**src/rtl/irq_steer.sv**
```systemverilog
module irq_steer #(
  parameter int NSRC = 16,
  parameter int NDMA = 4,
  localparam int SELW = $clog2(NSRC)
) (
  input  logic            clk,
  input  logic            rst_n,
  input  logic [NSRC-1:0] src_req,
  output logic [NSRC-1:0] src_clr,
  output logic [NDMA-1:0] dma_act,
  input  logic [NDMA-1:0] dma_done,
  output logic            xfer_req,
  output logic [SELW-1:0] xfer_vec,
  input  logic            xfer_done,
  input  logic            xfer_last,
  input  logic            xfer_isel,
  output logic            cpu_req,
  output logic [SELW-1:0] cpu_vec,
  input  logic            cpu_ack,
  input  logic            reg_wr,
  input  logic [3:0]      reg_addr,
  input  logic [7:0]      reg_wdata,
  output logic [7:0]      reg_rdata
);
  localparam int NGRP = (NSRC + 7) / 8;
  localparam int EN_BASE = 8;

  logic [NSRC-1:0] en, en_wr, cpu_pend, claimed, dma_clr;
  logic [NSRC-1:0] xfer_cand, cpu_cand, cur_oh, hw_clr, ack_oh;
  logic            claim [NDMA];
  logic [SELW-1:0] sel [NDMA];
  logic            busy, done_ok, has_xfer;
  logic [SELW-1:0] cur, xfer_pick;

  always_comb begin
    claimed = '0;
    dma_clr = '0;
    for (int k = 0; k < NDMA; k++) begin
      dma_act[k] = claim[k] & src_req[sel[k]];
      if (claim[k]) claimed[sel[k]] = 1'b1;
      if (claim[k] && dma_done[k]) dma_clr[sel[k]] = 1'b1;
    end
  end

  assign xfer_cand = src_req & en & ~claimed;
  assign cpu_cand  = (cpu_pend | (src_req & ~en)) & ~claimed;
  assign has_xfer  = |xfer_cand;
  assign cpu_req   = |cpu_cand;

  always_comb begin
    xfer_pick = '0;
    cpu_vec   = '0;
    for (int i = NSRC - 1; i >= 0; i--) begin
      if (xfer_cand[i]) xfer_pick = SELW'(i);
      if (cpu_cand[i])  cpu_vec   = SELW'(i);
    end
  end

  assign done_ok  = busy & xfer_done;
  assign cur_oh   = {{(NSRC-1){1'b0}}, 1'b1} << cur;
  assign hw_clr   = (done_ok && (xfer_last || xfer_isel)) ? cur_oh : '0;
  assign ack_oh   = (cpu_ack && cpu_req) ? ({{(NSRC-1){1'b0}}, 1'b1} << cpu_vec) : '0;
  assign src_clr  = dma_clr | (done_ok ? cur_oh : '0);
  assign xfer_req = busy;
  assign xfer_vec = cur;

  always_comb begin
    en_wr = en;
    for (int i = 0; i < NSRC; i++)
      if (reg_wr && int'(reg_addr) == EN_BASE + i / 8) en_wr[i] = reg_wdata[i % 8];
  end

  always_comb begin
    reg_rdata = '0;
    for (int k = 0; k < NDMA; k++)
      if (int'(reg_addr) == k) begin
        reg_rdata[7]        = claim[k];
        reg_rdata[SELW-1:0] = sel[k];
      end
    for (int i = 0; i < NSRC; i++)
      if (int'(reg_addr) == EN_BASE + i / 8) reg_rdata[i % 8] = en[i];
  end

  always_ff @(posedge clk or negedge rst_n) begin
    if (!rst_n) begin
      en       <= '0;
      cpu_pend <= '0;
      busy     <= 1'b0;
      cur      <= '0;
    end else begin
      en       <= en_wr & ~hw_clr;
      cpu_pend <= (cpu_pend & ~ack_oh) | hw_clr;
      if (!busy && has_xfer) begin
        busy <= 1'b1;
        cur  <= xfer_pick;
      end else if (done_ok) begin
        busy <= 1'b0;
      end
    end
  end

  for (genvar k = 0; k < NDMA; k++) begin : g_chan
    always_ff @(posedge clk or negedge rst_n) begin
      if (!rst_n) begin
        claim[k] <= 1'b0;
        sel[k]   <= '0;
      end else if (reg_wr && int'(reg_addr) == k) begin
        claim[k] <= reg_wdata[7];
        sel[k]   <= reg_wdata[SELW-1:0];
      end
    end
  end
endmodule

```
**config.mk**
```make
export PLATFORM = sky130hd
export DESIGN_NAME = irq_steer
export DESIGN_NICKNAME = d
export VERILOG_FILES = /design/src/rtl/irq_steer.sv
export SDC_FILE = /design/constraint.sdc
export NUM_CORES = 1
export LEC_CHECK = 0
export ABC_AREA = 1
export BUFFER_PORTS_ARGS = -buffer_cell sky130_fd_sc_hd__buf_2
export CAP_MARGIN = 10
export CORE_UTILIZATION = 45
export DETAILED_ROUTE_END_ITERATION = 7
export HOLD_SLACK_MARGIN = 0.05
export PLACE_DENSITY = 0.77
export SYNTH_ARGS = -nofsm -noshare
export SYNTH_HDL_FRONTEND = slang
export SYNTH_SLANG_ARGS = --single-unit
```
**constraint.sdc**
```tcl
create_clock -name clk -period 2.6 [get_ports clk]
set_clock_uncertainty 0.15 [all_clocks]
set_input_delay 0.13 -clock clk [delete_from_list [all_inputs] [get_ports clk]]
set_output_delay 0.13 -clock clk [all_outputs]
set_load 0.03 [all_outputs]
```
# --- Word-level counts from Yosys, hierarchy flattened ---
# Cells that the tools add are included.
word_totals:
  out_inout_bits: 38
  register_bits: 57
  elab_cells: 175
op_classes:
  eq_ne: 5
  reduce_logical: 23
  shift: 2
  order_cmp: 8
  bitwise: 24
  muxes: 101
op_table:
  columns: ["operator", "n"]
  rows:
  - ["two-way mux 16 bit", 11]
  - ["two-way mux 4 bit", 36]
  - ["OR 16 bit", 9]
  - ["AND 16 bit", 6]
  - ["inverter 16 bit", 4]
  - ["two-way mux 1 bit", 46]
  - ["OR reduction 16 bit", 2]
  - ["<< shifter 1 x 4 -> 16 bit, first input constant", 2]
  - ["< comparator 4 x 5 -> 1 bit, second input constant", 4]
  - ["logical AND 1 bit", 17]
  - ["binary-select mux 1 bit (select 4 bit)", 4]
  - ["demux 1 bit (select 4 bit)", 4]
  - [">= comparator 4 x 1 -> 1 bit, second input constant", 4]
  - ["== test 4 x 3 -> 1 bit, second input constant", 2]
  - ["== test 4 bit, second input constant", 2]
  - ["AND 1 bit", 5]
  - ["== test 4 x 2 -> 1 bit, second input constant", 1]
  - ["zero test 4 bit", 1]
  - ["nonzero test 2 bit", 1]
  - ["zero test 1 bit", 1]
  - ["logical OR 1 bit", 1]

# --- Depth between registers and ports, before layout ---
logic_depth:
  ltp_word: 34
  ltp_mapped: 25

# --- Worst setup path after synthesis ---
# Ideal clock, no wire load.
synth_timing:
  path_kind: "register to register"
  start: "register claim[2] (netlist bit)"
  end: "register cpu_pend[11]"
  synth_period_minus_slack_ns: 2.425
  stages_incl_launch_ff: 15
  arrival_ns: 2.155
  path_slack_ns: 0.175
  path_buffers: 2
  required_ns: 2.329
  path_cell_list: "dfrtp_1 > buf_4 > inv_1 > buf_2 > nor3_2 > nor4_4 > inv_2 > nor2_2 > a22oi_4 > nand2_4 > inv_1 > a21oi_4 > nand4_1 > o21ai_1 > nand2_1"
synth_via:
  elab_chain_cells: 28
synth_rtl:
  columns: ["item", "line_no", "text"]
  rows:
  - ["start: declaration", "30", "logic claim [NDMA];"]
  - ["start signal: indexed assignment", "108", "claim[k] <= reg_wdata[7];"]
  - ["two-way mux 16 bit *", "40", "if (claim[k]) claimed[sel[k]] = 1'b1;"]
  - ["OR 16 bit (no source line)", null, null]
  - ["two-way mux 16 bit *", "40", null]
  - ["OR 16 bit (no source line)", null, null]
  - ["two-way mux 16 bit *", "40", null]
  - ["inverter 16 bit *", "46", "assign cpu_cand = (cpu_pend | (src_req & ~en)) & ~claimed;"]
  - ["AND 16 bit *", "46", null]
  - ["two-way mux 4 bit (15 in a row)", "55", "if (cpu_cand[i]) cpu_vec = SELW'(i);"]
  - ["two-way mux 4 bit *", "55", null]
  - ["named net cpu_vec[1]", "18", "output logic [SELW-1:0] cpu_vec,"]
  - ["<< shifter 1 x 4 -> 16 bit *", "62", "assign ack_oh = (cpu_ack && cpu_req) ? ({{(NSRC-1){1'b0}}, 1'b1} << cpu_vec) : '0;"]
  - ["two-way mux 16 bit *", "62", null]
  - ["inverter 16 bit *", "92", "cpu_pend <= (cpu_pend & ~ack_oh) | hw_clr;"]
  - ["AND 16 bit *", "92", null]
  - ["OR 16 bit *", "92", null]
  - ["end signal: assignment", "92", null]
  - ["end: declaration", "28", "logic [NSRC-1:0] en, en_wr, cpu_pend, claimed, dma_clr;"]
# Mark *: on every way through the listed nets, which the timed path passes. The rest lies on a longest branch.
# A chain may end at the register's enable or synchronous reset.

# --- Worst setup path in the final report ---
layout_timing:
  start: "register sel[11] (netlist bit)"
  end: "output port cpu_vec[0]"
layout_via:
  elab_chain_cells: 28
layout_rtl:
  columns: ["item", "line_no", "text"]
  rows:
  - ["start: declaration", "31", "logic [SELW-1:0] sel [NDMA];"]
  - ["start signal: indexed assignment", "109", "sel[k] <= reg_wdata[SELW-1:0];"]
  - ["< comparator 4 x 5 -> 1 bit (implied by the code) or >= comparator 4 x 1 -> 1 bit (tied branches)", "40", null]
  - ["logical AND 1 bit (implied by the code)", "40", null]
  - ["two-way mux 1 bit (implied by the code)", "40", null]
  - ["demux 1 bit (select 4 bit) *", "40", null]
  - ["OR 16 bit (no source line) *", null, null]
  - ["two-way mux 16 bit *", "40", null]
  - ["OR 16 bit (no source line)", null, null]
  - ["two-way mux 16 bit *", "40", null]
  - ["OR 16 bit (no source line)", null, null]
  - ["two-way mux 16 bit *", "40", null]
  - ["inverter 16 bit *", "46", null]
  - ["AND 16 bit *", "46", null]
  - ["two-way mux 4 bit (15 in a row)", "55", null]
  - ["two-way mux 4 bit *", "55", null]
  - ["end: declaration", "18", null]
# Every way passes the cells marked *; elsewhere a longest branch is shown, timed or not.

==> results.md <==
- Effective utilization at floorplan: 46.41%
- Layout cell share with drive strength beyond 1: 42.08%
- Capturing element type of the critical path: output pin
- Part of the power in combinational logic: 63.9%
- Slew Limit Fails: 0
- VDD IR-drop max: 0.9101 mV
- Horiz. Die Dim: 108.0 um
- Achievable frequency: 345.5 MHz
- Ant. Diodes: 0
- Pre-CTS setup slack: -0.2055 ns
- Reported max-cap violation count: 0
- Clock share of power: 13.4%
- I/O Buffers: 76
- Average routed wire per standard cell: 22.23 um
- Top cells by area in the synthesized netlist: dfrtp_1 (28%), nand2_1 (14%), inv_1 (8.2%), nor2_1 (7.0%), o21ai_0 (5.8%)
- Clock tree from TritonCTS: done
- Worst-path cell chain: buf_6 > nand2_4 > buf_6 > nor2_4 > nor2_2 > nand2_2 > nor2_1 > nand2_1 > nand2_1 > nand2_1 > nand2_1 > nand2_1 > nand2_1 > nand2_1 > nand2_1 > nand2_1 > nand2_1 > nand2_1 > nand2_2 > nand2_4 > nand2_4 > nand2_4 > inv_2 > buf_6
- Proportion of total power due to net switching: 49.60%
- Final hold vios: 0
- Count of nets left with antenna violations after detail routing: 0
- Clock Path Buffers: 2
- Shortest clock period the worst path allows after layout: 2.894 ns
- Most common flop cell mapped by yosys: dfrtp_1
- Portion of the post-synthesis area used by sequential elements: 28.22%
- Net Sw Power: 3613 uW
- Cell-internal power: 3671 uW
- Global-route wire length before repair: 37090 um
- Instance area at placement: 6444 sq um
- Post-Synthesis Net Count: 829
- Top cell types by occurrence after synthesis: nand2_1 (182), inv_1 (110), nor2_1 (94)
- Post-synthesis instance area: 5054 sq um
- Grt total ovfl: 0
- Worst-case setup margin in the final layout: -0.2943 ns
- Number of clock sinks: 57
- Area growth from synthesis to layout: 52.09%
- Relative max-transition margin: 49.40%
- Portion of synthesized cell area occupied by the leading cell type: 28.22%
- Post-synth EDFFs: 0
- DR vias: 7177
- Total routing resource utilization after global routing: 43.94%
- Total power draw: 7284 uW
- Yosys warning count: 0
- Nets: 1070
- Global placer's final weighted congestion: 1.038
- Most numerous cell in the Yosys netlist: nand2_1
- Die footprint: 11660 sq um
- Setup repair after global routing missed its margin: true
- Required time of the worst setup path: 2.32 ns
- Detailed Routing Iterations Pass 1: 8
- DRC violation total after the first TritonRoute iteration: 1078
- Run status: complete, but fails checks
- Post-synthesis area per instance: 6.397 sq um
- Clock root buffer: clkbuf_8
- Number of antenna violations at the first check in global routing: 0
- Clock transition time at the flip-flop clock pins of the worst setup and hold paths: 0.07 ns
- Sequential share of power: 22.7%
- Detail Placement HPWL: 19320 um
- Worst Max-Slew Pin Slew: 0.7590 ns
- Number of standard cells after synthesis: 790
- Post-route cell area: 7686 sq um
- Async set-reset flop share out of synthesis: 100.0%
- Setup crit start kind: register
- Flop and latch count out of synthesis: 57
- Clock insertion delay at the later pin of the skew report: 0.36 ns
- Worst-path maximum fanout: 4
- CTS buffer count: 9
- Pin count of the biggest net entering global routing: 58
- Routed wire length: 26150 um
- Vias in the first global route: 6496
- Cell Rows: 38
- CP Class: register to output pin
- Arrival time at the worst endpoint: 2.61 ns
- Synth cell types: 46
- Remaining routing DRC violations: 0
- Final period util: 111.3%
- Total power divided by cell area: 947.7 nW/um^2
- Final number of setup-violating endpoints: 21
- Core area: 10890 sq um
- Via-to-Cell Ratio: 6.103
- I/O Pins: 77
- Library cell contributing the largest single delay on the critical path: dfrtp_2
- Maximum level of the CTS H-tree: 3
- Worst hold path class: input pin to register
- Worst path bufs/invs: 4
- Final core utilization: 70.59%
- Die Span Y: 108.0 um
- Cell type with the highest aggregate area in the netlist: dfrtp_1
- Violated checks: setup timing
- Largest delay contributor family on the critical path: simple AND/OR/NAND/NOR gates
- Critical path's most frequent cell: nand2_1
- Largest stage delay, worst path: 0.46 ns
- Leakage: 0.003791 uW
==> what timing repair did <==
item	4_1_cts	5_1_grt
cloned	0	0
buffers inserted	28	20
setup endpoints to repair	24	25
pin swaps	37	44
gates resized for setup	116	73
hold endpoints to repair	88	0
hold buffers	10	0
==> layout make-up <==
cell class	instances	area, sq um
Timing Repair Buffer	246	1787
Clock inverter	4	75.07
Inverter	129	501.7
Fill cell	874	3202
Multi-Input combinational cell	588	3545
Sequential cell	57	1448
Clock buffer	12	155.1
Tap cell	140	175.2
==> cells by family (layout without fill, tap and decap cells) <==
family | after synthesis | in the layout | share of synthesized area, %
AND/OR/NAND/NOR | 388 | 388 | 34.39
AO/OA/AOI/OAI | 200 | 200 | 26.39
buffers and inverters | 145 | 391 | 10.99
flip-flops | 57 | 57 | 28.22
==> worst reg2reg max path: stages (launching register included) <==
cell and delay [ns]:
dfrtp_1 0.47, nand3_1 0.20, nor2_1 0.29, nor4_1 0.09, buf_4 0.16, inv_1 0.05, nor2_1 0.06, a22oi_2 0.23
nand2_4 0.09, nor2_4 0.14, nand2_4 0.09, buf_6 0.14, nor3_4 0.19, inv_2 0.13, o21bai_1 0.20, nand2_1 0.09
==> worst paths after layout <==
kind | start | cells after the start | slack, ns | to
setup / recovery | sel[11]$_DFFE_PN0P_ | 24 | -0.29 | cpu_vec[0]
hold / removal | cpu_ack | 6 | 0.17 | cpu_pend[0]$_DFF_PN0_
setup reg to reg | claim[0]$_DFFE_PN0P_ | 15 | -0.27 | cpu_pend[9]$_DFF_PN0_
hold reg to reg | cpu_pend[4]$_DFF_PN0_ | 2 | 0.39 | cpu_pend[4]$_DFF_PN0_
max in group asynchronous | rst_n | 3 | 1.42 | sel[6]$_DFFE_PN0P_
min in group asynchronous | rst_n | 3 | 0.30 | xfer_req$_DFFE_PN0P_
==> power by group through the flow <==
stage               Combinational, uW  Clock, uW  Sequential, uW
floorplan                        2160          0            1500
global placement                 3560          0            1550
detailed placement               3570          0            1570
CTS                              4050        972            1580
global route                     4910       1010            1670
finish                           4650        976            1650
==> per-stage QoR <==
stage                     hold slack [ns]  instances  TNS, ns
final                              0.1691       1176   -4.245
after detailed placement           0.1613       1109   -2.658
after global placement             0.1525       1109   -2.175
after global routing               0.2126       1176   -5.884
after CTS                         0.09534       1159   -1.767
after floorplan                   -0.3156        790        0
==> registers in the layout (all words and copies together) (netlist names) <==
register / count
cpu_pend: 16
en: 16
sel: 16
claim: 4
xfer_vec: 4
xfer_req: 1
==> routing by layer <==
| layer | vias up | GRT usage, % | wire length (um) |
|---|---|---|---|
| met5 | - | 0 | 0 |
| met4 | 0 | 23.39 | 1567 |
| met3 | 127 | 14.29 | 3689 |
| met2 | 632 | 65.06 | 11310 |
| met1 | 3249 | 56.69 | 9582 |
| li1 | 3169 | - | - |
==> placed cells by master, fill, tap and decap left out, types with 19 or more instances in the layout <==
master,Yosys,final
nor2_1,94,64
nand2_1,182,154
inv_2,18,32
buf_2,3,71
nor2_2,9,27
o21ai_0,59,56
nand2_2,11,26
buf_4,2,145
nand3_1,46,37
dfrtp_1,57,40
o22ai_1,23,19
a21oi_1,25,23
inv_1,110,90
(Power assumes the default switching activity.)
